`src/rtl/urx_pkg.sv`:
```
package urx_pkg;

    typedef struct packed {
        logic       is_addr;
        logic       ferr;
        logic [7:0] data;
    } rx_char_t;

    localparam int CHAR_W = $bits(rx_char_t);

    typedef enum logic [1:0] {
        ST_IDLE,
        ST_START,
        ST_DATA,
        ST_STOP
    } rx_state_e;

endpackage

```
`src/rtl/urx_tick_gen.sv`:
```
module urx_tick_gen #(
    parameter int DIV_W = 16
) (
    input  logic             clk,
    input  logic             rst_n,
    input  logic [DIV_W-1:0] cfg_div,
    output logic             tick
);

    typedef struct packed {
        logic [DIV_W-1:0] cnt;
        logic             tick;
    } tg_state_t;

    tg_state_t st_d, st_q;

    always_comb begin
        st_d      = st_q;
        st_d.tick = 1'b0;
        if (cfg_div <= 1 || st_q.cnt >= cfg_div - 1'b1) begin
            st_d.cnt  = '0;
            st_d.tick = 1'b1;
        end else begin
            st_d.cnt = st_q.cnt + 1'b1;
        end
    end

    always_ff @(posedge clk or negedge rst_n) begin
        if (!rst_n) st_q <= '0;
        else        st_q <= st_d;
    end

    assign tick = st_q.tick;

endmodule

```
`src/rtl/urx_deser.sv`:
```
module urx_deser
    import urx_pkg::*;
(
    input  logic     clk,
    input  logic     rst_n,
    input  logic     tick,
    input  logic     rxd,
    input  logic     nine_bit,
    output logic     char_vld,
    output rx_char_t char_out
);

    typedef struct packed {
        rx_state_e st;
        logic [1:0] sync;
        logic [3:0] tcnt;
        logic [3:0] bcnt;
        logic [8:0] shreg;
        logic       vld;
        rx_char_t   chr;
    } ds_state_t;

    ds_state_t st_d, st_q;
    logic      rx_s;
    logic [3:0] last_bit;

    always_comb begin
        st_d      = st_q;
        st_d.vld  = 1'b0;
        st_d.sync = {st_q.sync[0], rxd};
        rx_s      = st_q.sync[1];
        last_bit  = nine_bit ? 4'd8 : 4'd7;
        if (tick) begin
            case (st_q.st)
                ST_IDLE: begin
                    if (!rx_s) begin
                        st_d.st   = ST_START;
                        st_d.tcnt = '0;
                    end
                end
                ST_START: begin
                    st_d.tcnt = st_q.tcnt + 1'b1;
                    if (st_q.tcnt == 4'd7) begin
                        if (!rx_s) begin
                            st_d.st   = ST_DATA;
                            st_d.tcnt = '0;
                            st_d.bcnt = '0;
                        end else begin
                            st_d.st = ST_IDLE;
                        end
                    end
                end
                ST_DATA: begin
                    st_d.tcnt = st_q.tcnt + 1'b1;
                    if (st_q.tcnt == 4'd15) begin
                        st_d.shreg[st_q.bcnt] = rx_s;
                        st_d.bcnt             = st_q.bcnt + 1'b1;
                        if (st_q.bcnt == last_bit) st_d.st = ST_STOP;
                    end
                end
                ST_STOP: begin
                    st_d.tcnt = st_q.tcnt + 1'b1;
                    if (st_q.tcnt == 4'd15) begin
                        st_d.vld          = 1'b1;
                        st_d.chr.data     = st_q.shreg[7:0];
                        st_d.chr.is_addr  = nine_bit & st_q.shreg[8];
                        st_d.chr.ferr     = ~rx_s;
                        st_d.st           = ST_IDLE;
                    end
                end
                default: st_d.st = ST_IDLE;
            endcase
        end
    end

    always_ff @(posedge clk or negedge rst_n) begin
        if (!rst_n) begin
            st_q      <= '0;
            st_q.st   <= ST_IDLE;
            st_q.sync <= 2'b11;
        end else begin
            st_q <= st_d;
        end
    end

    assign char_vld = st_q.vld;
    assign char_out = st_q.chr;

endmodule

```
`src/rtl/urx_fifo.sv`:
```
module urx_fifo #(
    parameter int DEPTH = 16,
    parameter int W     = 10,
    localparam int PTR_W = $clog2(DEPTH),
    localparam int LVL_W = $clog2(DEPTH + 1)
) (
    input  logic             clk,
    input  logic             rst_n,
    input  logic             bypass,
    input  logic             wr_en,
    input  logic [W-1:0]     wr_data,
    input  logic             rd_en,
    output logic [W-1:0]     head,
    output logic [LVL_W-1:0] level,
    output logic             wr_drop
);

    typedef struct packed {
        logic [DEPTH-1:0][W-1:0] mem;
        logic [PTR_W-1:0]        wptr;
        logic [PTR_W-1:0]        rptr;
        logic [LVL_W-1:0]        level;
    } ff_state_t;

    ff_state_t        st_d, st_q;
    logic [LVL_W-1:0] cap;
    logic             full, do_wr, do_rd;

    always_comb begin
        st_d  = st_q;
        cap   = bypass ? LVL_W'(1) : LVL_W'(DEPTH);
        full  = st_q.level >= cap;
        do_wr = wr_en & ~full;
        do_rd = rd_en & (st_q.level != '0);
        if (do_wr) begin
            st_d.mem[st_q.wptr] = wr_data;
            st_d.wptr = (st_q.wptr == PTR_W'(DEPTH - 1)) ? '0 : st_q.wptr + 1'b1;
        end
        if (do_rd) begin
            st_d.rptr = (st_q.rptr == PTR_W'(DEPTH - 1)) ? '0 : st_q.rptr + 1'b1;
        end
        st_d.level = st_q.level + LVL_W'(do_wr) - LVL_W'(do_rd);
        wr_drop    = wr_en & full;
    end

    always_ff @(posedge clk or negedge rst_n) begin
        if (!rst_n) st_q <= '0;
        else        st_q <= st_d;
    end

    assign head  = st_q.mem[st_q.rptr];
    assign level = st_q.level;

endmodule

```
`src/rtl/rx_addr_uart.sv`:
```
module rx_addr_uart
    import urx_pkg::*;
#(
    parameter int DEPTH = 16,
    parameter int DIV_W = 16,
    localparam int LVL_W = $clog2(DEPTH + 1)
) (
    input  logic             clk,
    input  logic             rst_n,
    input  logic             rxd,
    input  logic [DIV_W-1:0] cfg_div,
    input  logic             cfg_fifo_en,
    input  logic [1:0]       cfg_trig,
    input  logic             cfg_nine_bit,
    input  logic             cfg_auto_addr,
    input  logic [7:0]       cfg_node_addr,
    input  logic             ovr_clr,
    input  logic             rd_valid,
    output logic             rd_ready,
    output logic [7:0]       rd_data,
    output logic             rd_is_addr,
    output logic             rd_ferr,
    output logic [LVL_W-1:0] rd_level,
    output logic             irq,
    output logic             overrun
);

    typedef struct packed {
        logic selected;
        logic ovr;
    } top_state_t;

    top_state_t       st_d, st_q;
    logic             tick, char_vld, store, wr_drop, filt_on;
    rx_char_t         char_in, head;
    logic [LVL_W-1:0] level, trig_lvl;
    logic [CHAR_W-1:0] head_bits;

    urx_tick_gen #(.DIV_W(DIV_W)) u_tick (
        .clk(clk), .rst_n(rst_n), .cfg_div(cfg_div), .tick(tick)
    );

    urx_deser u_deser (
        .clk(clk), .rst_n(rst_n), .tick(tick), .rxd(rxd),
        .nine_bit(cfg_nine_bit), .char_vld(char_vld), .char_out(char_in)
    );

    urx_fifo #(.DEPTH(DEPTH), .W(CHAR_W)) u_fifo (
        .clk(clk), .rst_n(rst_n), .bypass(~cfg_fifo_en),
        .wr_en(store), .wr_data(char_in), .rd_en(rd_valid),
        .head(head_bits), .level(level), .wr_drop(wr_drop)
    );

    always_comb begin
        st_d    = st_q;
        filt_on = cfg_nine_bit & cfg_auto_addr;
        store   = char_vld;
        if (char_vld && filt_on) begin
            if (char_in.is_addr) begin
                st_d.selected = (char_in.data == cfg_node_addr);
                store         = (char_in.data == cfg_node_addr);
            end else begin
                store = st_q.selected;
            end
        end
        st_d.ovr = (st_q.ovr & ~ovr_clr) | wr_drop;
        case (cfg_trig)
            2'd0:    trig_lvl = LVL_W'(1);
            2'd1:    trig_lvl = LVL_W'(DEPTH / 4);
            2'd2:    trig_lvl = LVL_W'(DEPTH / 2);
            default: trig_lvl = LVL_W'(DEPTH - 2);
        endcase
        if (!cfg_fifo_en) trig_lvl = LVL_W'(1);
    end

    always_ff @(posedge clk or negedge rst_n) begin
        if (!rst_n) st_q <= '0;
        else        st_q <= st_d;
    end

    assign head       = rx_char_t'(head_bits);
    assign rd_ready   = (level != '0);
    assign rd_data    = head.data;
    assign rd_is_addr = head.is_addr;
    assign rd_ferr    = head.ferr;
    assign rd_level   = level;
    assign irq        = (level >= trig_lvl);
    assign overrun    = st_q.ovr;

endmodule

```
`config.mk`:
```
export PLATFORM = sky130hd
export DESIGN_NAME = rx_addr_uart
export DESIGN_NICKNAME = d
export VERILOG_FILES = /design/src/rtl/urx_pkg.sv /design/src/rtl/urx_tick_gen.sv /design/src/rtl/urx_deser.sv /design/src/rtl/urx_fifo.sv /design/src/rtl/rx_addr_uart.sv
export SDC_FILE = /design/constraint.sdc
export NUM_CORES = 1
export LEC_CHECK = 0
export CAP_MARGIN = 10
export CORE_ASPECT_RATIO = 1.2
export CORE_MARGIN = 3
export CORE_UTILIZATION = 30
export DETAILED_ROUTE_END_ITERATION = 7
export PLACE_DENSITY_LB_ADDON = 0.12
export SETUP_SLACK_MARGIN = 0.05
export SLEW_MARGIN = 20
export SYNTH_ARGS = -nofsm -noshare
export SYNTH_HDL_FRONTEND = slang
export SYNTH_HIERARCHICAL = 1
export SYNTH_SLANG_ARGS = --single-unit
```
`constraint.sdc`:
```
create_clock -name clk -period 4 [get_ports clk]
set_input_delay 0.6 -clock clk [delete_from_list [all_inputs] [get_ports clk]]
set_output_delay 0.6 -clock clk [all_outputs]
set_load 0.01 [all_outputs]
```
After elaboration in Yosys (flattened, before gate mapping)
Cells that the tools add are included.
- flip-flop bits (word level): 224
- add/sub/neg operators: 8
- $lt $le $gt $ge: 9
- equal/unequal tests: 17
- multiplexer cells: 34
- bitwise logic cells: 10
- reductions and logical operators: 14
- operator list (cell ; number):
    160-bit bitwise mux ; 1
    10-bit binary-select mux with 4-bit select ; 1
    10-bit demux with 4-bit select ; 1
    11-bit 2-to-1 mux ; 3
    4-bit case mux with 3 select lines ; 2
    10-bit 2-to-1 mux ; 2
    16-bit by 1-bit adder with 16-bit output (second input constant) ; 1
    4-bit by 1-bit adder with 4-bit output (second input constant) ; 4
    16-bit >= comparator ; 1
    16-bit by 1-bit less-or-equal comparator with 1-bit output (second input constant) ; 1
    16-bit 2-to-1 mux ; 1
    4-bit 2-to-1 mux ; 4
    8-bit 2-to-1 mux ; 2
    16-bit by 1-bit subtractor with 16-bit output (second input constant) ; 1
    4-bit by 5-bit < comparator with 1-bit output (second input constant) ; 3
    13-bit 2-to-1 mux ; 1
    4-bit == test (second input constant) ; 3
    2-bit 2-to-1 mux ; 6
    5-bit >= comparator ; 2
    5-bit 2-to-1 mux ; 2
    9-bit bitwise mux ; 1
    8-bit == test ; 1
    4-bit by 1-bit >= comparator with 1-bit output (second input constant) ; 2
    2-bit by 1-bit inequality test with 1-bit output (second input constant) ; 4
    other kinds (24) ; 42

Longest topological paths before layout
Gate-level depths: netlist of the first run.
- depth in word-level cells: 7
- mapped depth: 15
- depth with buffers taken out: 14

By module
Netlist of the first run, hierarchy kept.
- by module, submodules not included (module ; instances ; cells an instance ; area each (µm²)):
    urx_fifo ; 1 ; 553 ; 8408.1
    urx_deser ; 1 ; 155 ; 1607.8
    urx_tick_gen ; 1 ; 158 ; 1411.4
    rx_addr_uart ; 1 ; 39 ; 306.5

Least setup slack after synthesis of the first run
OpenSTA, ideal clock, no wires.
- path kind: input-to-reg
- start point: input port cfg_fifo_en
- end point: register u_fifo.st_q, in the netlist u_fifo/level[4]
- setup time: 0.125 ns
- arrival: 3.013 ns
- required time: 3.875 ns
- slack: 0.862 ns
- stages on the path: 14
- path buffers: 2
- path through: inv_1 -> ha_1 -> buf_2 -> buf_2 -> nand3b_1 -> nor2_1 -> inv_1 -> ha_1 -> inv_1 -> ha_1 -> fa_1 -> a21oi_1 -> o21bai_1 -> xnor2_1
- RTL lines (item ; line ; RTL):
    start: declaration ; rx_addr_uart.sv:12 ; input logic cfg_fifo_en,
    end signal: assignment ; urx_fifo.sv:48 ; else st_q <= st_d;
    end: declaration ; urx_fifo.sv:25 ; ff_state_t st_d, st_q;

Worst setup path in the final report of the first run
- start point: register u_fifo/st_q[5] in the netlist's numbering
- end point: output port rd_ferr
- longest elaborated chain between the ends: 2
- RTL lines (item ; line ; RTL):
    10-bit binary-select mux with 4-bit select ; urx_fifo.sv:51 ; assign head = st_q.mem[st_q.rptr];
    10-bit 2-to-1 mux (not written as such) ; urx_fifo.sv:51 ;
    end: declaration ; rx_addr_uart.sv:22 ; output logic rd_ferr,
No other way between the ends. The select of a mux whose other input is x is not followed.

==> out/summary.txt, run 1 <==
TritonCTS Buffers = 28
CP Launch Type = flop
Hold Slack = 0.01087 ns
Post-CTS Hold Fix Bufs = 0
FF-to-FF path depth = 14
Core box area = 0.03816 mm2
Post-Layout Cell Count = 1511
Warnings, synthesis = 6
Final min period = 3.579 ns
Reg power frac = 37.0%
Routed len/inst = 17.97 um
CP Max Fanout = 12
Placed insts = 1459
Leak = 0.006295 uW
Fin. max-slew vios = 0
Die width = 186.5 um
Initial DRC count = 326
Main flop type after synthesis = dfrtp_1
Share of cells above drive strength 1 = 31.99%
H-tree depth = 1
Worst ir drop on vdd = 0.2853 mV
Max Cap Viol = 0
Ys async rst share = 100.0%
Area Growth Syn to Fin = 18.99%
Crit. End Element = output port
Post-layout instance area = 0.01396 mm2
# Post-CTS Setup Buffers = 0
Pre-antenna DRT Iters = 4
Initial antenna violation count = 0
Die area = 0.04153 mm2
Req. time, crit path = 3.40 ns
DRC Markers = 0
Initial Util = 30.75%
Final setup TNS = 0 ns
Global route total overflow = 0
Vias post-DR = 7172
Worst R2R Setup Slack = 0.68 ns
First-pass GRT wire length = 44.28 mm
Vias in the first global route = 7563
CP Class = reg -> out
Clk pwr share = 39.7%
Detail Route Antenna Nets = 0
Drt total wl = 27.16 mm
Synthesized area = 0.01173 mm2
Final hold violations = 0
Final setup violation count = 0
Syn Nets = 983
Tcrit/Tclk final = 89.48%
Clk sinks = 224
Register area share after synthesis = 47.79%
Hold Path Class = in -> async
CTS tree = done
Pwr/cell area = 492.5 mW/mm2
ANT cells = 0
Maximum root-to-sink buffer count = 3
Worst-margin pin slew = 0.9170 ns
Via density = 4.747
Clk_lat worst skew = 0.54 ns
Post-synthesis cell type count = 65
Row cnt = 78
Gate power share = 23.3%
Area after DPL = 0.01294 mm2
Result of the run = complete, no violations
Worst-path clk slew = 0.06 ns
Largest net degree at the start of global routing = 71
Sw Share = 30.38%
HPWL after DPL = 18.52 mm
Nets@finish = 1047
Tot Pwr = 6876 uW
Gp weighted congestion = 0.7107
Die Y = 222.6 um
R2r endpoint = u_fifo/level[4]
Yosys reg bits = 224
Switching Power = 2089 uW
Number of port buffers = 51
Clock skew = 0.01037 ns
Post-Synthesis Cells = 905
Int Pwr = 4788 uW
Reg-to-Reg Start = u_deser/char_out[0]
Gr usage total = 13.24%
Crit path DAT = 2.98 ns
Rel. slew slack = 38.64%
Mean post-synth cell area = 12.97 um2
Peak Freq = 279.4 MHz
Root Driver = clkbuf_16
RSZ-0062 raised after global routing = no
Num ports = 52
Post-synth EDFFs = 0
[metrics by stage]
step	util (%)	setup WS [ns]
global route	36.59	0.2370
detailed placement	33.91	0.2765
floorplan	-	0.8624
global placement	33.91	0.3033
CTS	36.59	0.2984
finish	36.59	0.4209
[layout make-up]
class	count	area, um2
clock inverter	12	163.9
sequential	224	5610
fill	3755	24200
tap	520	650.6
clock buffer	40	857.1
multi-input combinational	600	5752
inverter	28	105.1
timing repair buffer	87	823.3
[sequential cells by signal, indices dropped and copies added, names as in the netlist, named ones only]
register / flops
u_deser/rx_s: 1
u_deser/st_q: 18
u_tick/tick: 1
st_q: 1
overrun: 1
u_fifo/level: 5
u_deser/char_vld: 1
u_deser/char_out: 10
u_deser/st_d: 1
u_fifo/st_q: 168
u_tick/st_q: 16
[power by group through the flow]
stage / registers (uW) / clock network (uW) / logic [uW]
3_3_place_gp: 2600 / 0 / 1630
4_1_cts: 2550 / 2840 / 1640
6_report: 2540 / 2730 / 1600
3_5_place_dp: 2590 / 0 / 1640
2_1_floorplan: 2460 / 0 / 1180
5_1_grt: 2570 / 2930 / 1770
[routing by layer]
metal	part of all wire (%)	wire (um)	track usage, %
met1	47	12880	18.49
met5	0	0	0
met3	3.0	813	1.783
met4	1.6	423	3.123
met2	48	13040	21.93
[worst max-delay path: stages (launching register included)]
cell             delay, ns
dfrtp_2               0.63
and2_1                0.54
a22oi_1               0.26
a32oi_1               0.31
o21ai_0               0.17
clkdlybuf4s50_1       0.51
[cells in the final DEF (no fill, tap or decap), drive strengths merged, types with 12 or more instances in the layout]
master	netlist	final
xor2	15	15
clkbuf	21	40
nand2	69	69
xnor2	27	27
clkdlybuf4s50	0	50
ha	43	43
dfrtp	222	222
buf	32	37
mux2i	31	31
mux2	173	173
o21ai	24	24
nor2	34	34
a21oi	12	12
nand3	16	16
nor4	22	22
mux4	30	30
inv	27	28
[worst max path at each step]
stage | start | end | slack [ns]
after floorplan | cfg_fifo_en | u_fifo/level[4] | 0.86
after detailed placement | cfg_node_addr[3] | u_fifo/level[4] | 0.28
final | u_fifo/st_q[5] | rd_ferr | 0.42
after CTS | u_fifo/st_q[5] | rd_ferr | 0.30
after global routing | u_fifo/st_q[5] | rd_ferr | 0.24
after global placement | cfg_div[6] | u_tick/st_q[15] | 0.30
[logic make-up after synthesis]
family / count (synthesis) / share of synthesized area [%]
AO/OA/AOI/OAI: 87 / 5.076
XOR/XNOR: 42 / 3.135
flip-flops: 224 / 47.79
buffers and inverters: 81 / 3.359
multiplexers: 234 / 25.01
adder cells (fa/ha/maj): 44 / 4.756
AND/OR/NAND/NOR: 193 / 10.88
[timing repair]
action,in CTS,in global routing
gates resized for setup,1,0
endpoints found under the hold margin,0,0
endpoints found under the setup margin,3,0
[synthesized netlist by cell type, types with 6 or more instances]
| cell type | number | area [um2] |
|---|---|---|
| ha_1 | 43 | 538.0 |
| xor2_1 | 15 | 131.4 |
| nor2b_1 | 6 | 37.54 |
| nand4_1 | 6 | 37.54 |
| nand2b_1 | 6 | 37.54 |
| a22oi_1 | 10 | 75.07 |
| nand3_1 | 13 | 65.06 |
| mux2i_1 | 31 | 310.3 |
| mux2_1 | 10 | 112.6 |
| a32oi_1 | 10 | 87.58 |
| o21ai_0 | 20 | 100.1 |
| xnor2_1 | 27 | 236.5 |
| buf_4 | 17 | 127.6 |
| nor2_1 | 34 | 127.6 |
| dfrtp_1 | 222 | 5555 |
| buf_2 | 9 | 45.04 |
| nand2_1 | 69 | 259.0 |
| nor4_4 | 18 | 382.9 |
| nor3_1 | 8 | 40.04 |
| mux4_2 | 30 | 675.7 |
| mux2_2 | 163 | 1836 |
| a21oi_1 | 12 | 60.06 |
| a31oi_1 | 6 | 37.54 |
| inv_1 | 27 | 101.4 |
| clkbuf_1 | 21 | 78.83 |
(Power assumes the default switching activity.)
==> run 2: changes to the inputs <==
--- a/config.mk
+++ b/config.mk
@@ -9,6 +9,7 @@
 export CORE_ASPECT_RATIO = 1.2
 export CORE_MARGIN = 3
 export CORE_UTILIZATION = 30
+export CTS_BUF_LIST = sky130_fd_sc_hd__clkbuf_8
 export DETAILED_ROUTE_END_ITERATION = 7
 export PLACE_DENSITY_LB_ADDON = 0.12
 export SETUP_SLACK_MARGIN = 0.05
==> constraint.sdc (replaced) <==
create_clock -name clk -period 3.8 [get_ports clk]
set_input_delay 0.57 -clock clk [delete_from_list [all_inputs] [get_ports clk]]
set_output_delay 0.57 -clock clk [all_outputs]
set_load 0.01 [all_outputs]
==> run 2 against run 1 <==
Against the previous run: worst hold slack gained 0.016 ns; utilization shrank 0.53 points; global-route usage grew 0.13 points; flip-flop and latch count is the same; non-clock buffer count grew 7.
==> out/summary.txt, run 2 (synthesis results as in run 1) <==
Maximum root-to-sink buffer count = 3
HPWL after DPL = 18.88 mm
Initial Util = 30.75%
Fin. max-slew vios = 0
Int Pwr = 4394 uW
Max Cap Viol = 0
Share of cells above drive strength 1 = 32.32%
Final setup TNS = 0 ns
Final min period = 3.485 ns
Hold Slack = 0.02671 ns
Worst setup path start = u_fifo/st_q[5]
Worst ir drop on vdd = 0.2393 mV
Reg power frac = 41.5%
Setup crit end = rd_data[2]
Initial antenna violation count = 0
Clock skew = 0.02211 ns
Number of port buffers = 51
Die Y = 222.6 um
Via density = 4.767
Sw Share = 33.13%
Gr usage total = 13.37%
Clk sinks = 224
Gate power share = 25.5%
Hold Path Class = in -> async
ANT cells = 0
Post-CTS Hold Fix Bufs = 0
R2r endpoint = u_fifo/level[4]
Crit. End Element = output port
Clk pwr share = 33.1%
# Post-CTS Setup Buffers = 0
Detail Route Antenna Nets = 0
Largest net degree at the start of global routing = 93
FF-to-FF path depth = 14
Biggest regs = u_fifo/st_q x168, u_deser/st_q x18, u_tick/st_q x16
First-pass GRT wire length = 44.41 mm
Peak Freq = 287.0 MHz
Initial DRC count = 272
Reg-to-Reg Start = u_deser/char_out[2]
Nets@finish = 1069
Num ports = 52
Global route total overflow = 0
Rel. slew slack = 38.91%
Row cnt = 78
Leak = 0.006276 uW
Crit path DAT = 2.91 ns
Result of the run = complete, no violations
Vias post-DR = 7331
Worst-path clk slew = 0.06 ns
Pwr/cell area = 477.6 mW/mm2
CTS tree = done
Root Driver = clkbuf_8
Area Growth Syn to Fin = 17.25%
Vias in the first global route = 7727
Drt total wl = 27.47 mm
DRC Markers = 0
Die width = 186.5 um
Routed len/inst = 17.86 um
Flip-flop count of the largest register after layout = 168
Switching Power = 2177 uW
Tcrit/Tclk final = 91.70%
Die area = 0.04153 mm2
CP Max Fanout = 16
Most common cell after layout, fill and taps aside = dfrtp_1
Req. time, crit path = 3.23 ns
Clk_lat worst skew = 0.54 ns
Register name with the most flops = u_fifo/st_q
Gp weighted congestion = 0.7080
Post-layout util = 36.05%
Worst R2R Setup Slack = 0.52 ns
Final setup violation count = 0
Worst-margin pin slew = 0.9164 ns
CP Class = reg -> out
Pre-antenna DRT Iters = 5
# fillers = 3767
CTS resizes = 2
RSZ-0062 raised after global routing = no
H-tree depth = 2
CP Launch Type = flop
TritonCTS Buffers = 43
Final hold violations = 0
Most frequent cells in the layout = dfrtp_1 (220), mux2_2 (163), nand2_1 (69)
Core box area = 0.03816 mm2
run 2: power by group through the flow:
stage	sequential (uW)	clock (uW)	combinational (uW)
detailed placement	2780	0	1700
finish	2730	2170	1670
floorplan	2590	0	1240
CTS	2740	2290	1710
global route	2760	2380	1840
global placement	2780	0	1690
run 2: metal layers:
metal	GRT usage (%)	share of wire, %
met1	17.65	46
met2	22.64	49
met4	3.830	2.0
met5	0	0
met3	2.320	2.9
run 2: per-stage QoR:
| step | total power (uW) | instance area (um2) | setup slack (ns) | std cells |
|---|---|---|---|---|
| 2_1_floorplan | 3825 | 11730 | 0.6924 | 905 |
| 3_3_place_gp | 4462 | 12980 | 0.1555 | 1466 |
| 3_5_place_dp | 4475 | 12980 | 0.07617 | 1466 |
| 4_1_cts | 6738 | 13750 | 0.1537 | 1538 |
| 5_1_grt | 6982 | 13760 | 0.1116 | 1538 |
| 6_report | 6571 | 13760 | 0.3153 | 1538 |
run 2: worst min path at each step:
| stage | cells after the start | slack (ns) | startpoint | to |
|---|---|---|---|---|
| finish | 1 | 0.03 | rst_n | u_tick/st_q[4] |
| global route | 1 | 0.07 | rst_n | u_tick/st_q[4] |
| CTS | 1 | 0.04 | rst_n | u_tick/st_q[4] |
| detailed placement | 0 | 0.35 | u_deser/st_d[29] | u_deser/rx_s |
| global placement | 0 | 0.35 | u_deser/st_d[29] | u_deser/rx_s |
| floorplan | 0 | 0.27 | rst_n | overrun |
run 2: critical path, cell delays in order (launching register included):
cell and delay, ns:
dfrtp_4 0.62, and2_1 0.56, a22oi_1 0.26, a32oi_1 0.30, o21ai_0 0.13, clkdlybuf4s50_1 0.51
run 2: layout make-up:
type | instances | area [um2] | area share [%]
well taps | 520 | 650.6 | 4.729
multi-input cells | 600 | 5752 | 41.81
clock inverters | 23 | 96.34 | 0.7003
repair buffers | 94 | 867.1 | 6.302
inverters | 28 | 105.1 | 0.7639
flip-flops and latches | 224 | 5613 | 40.80
clock buffers | 49 | 674.4 | 4.902
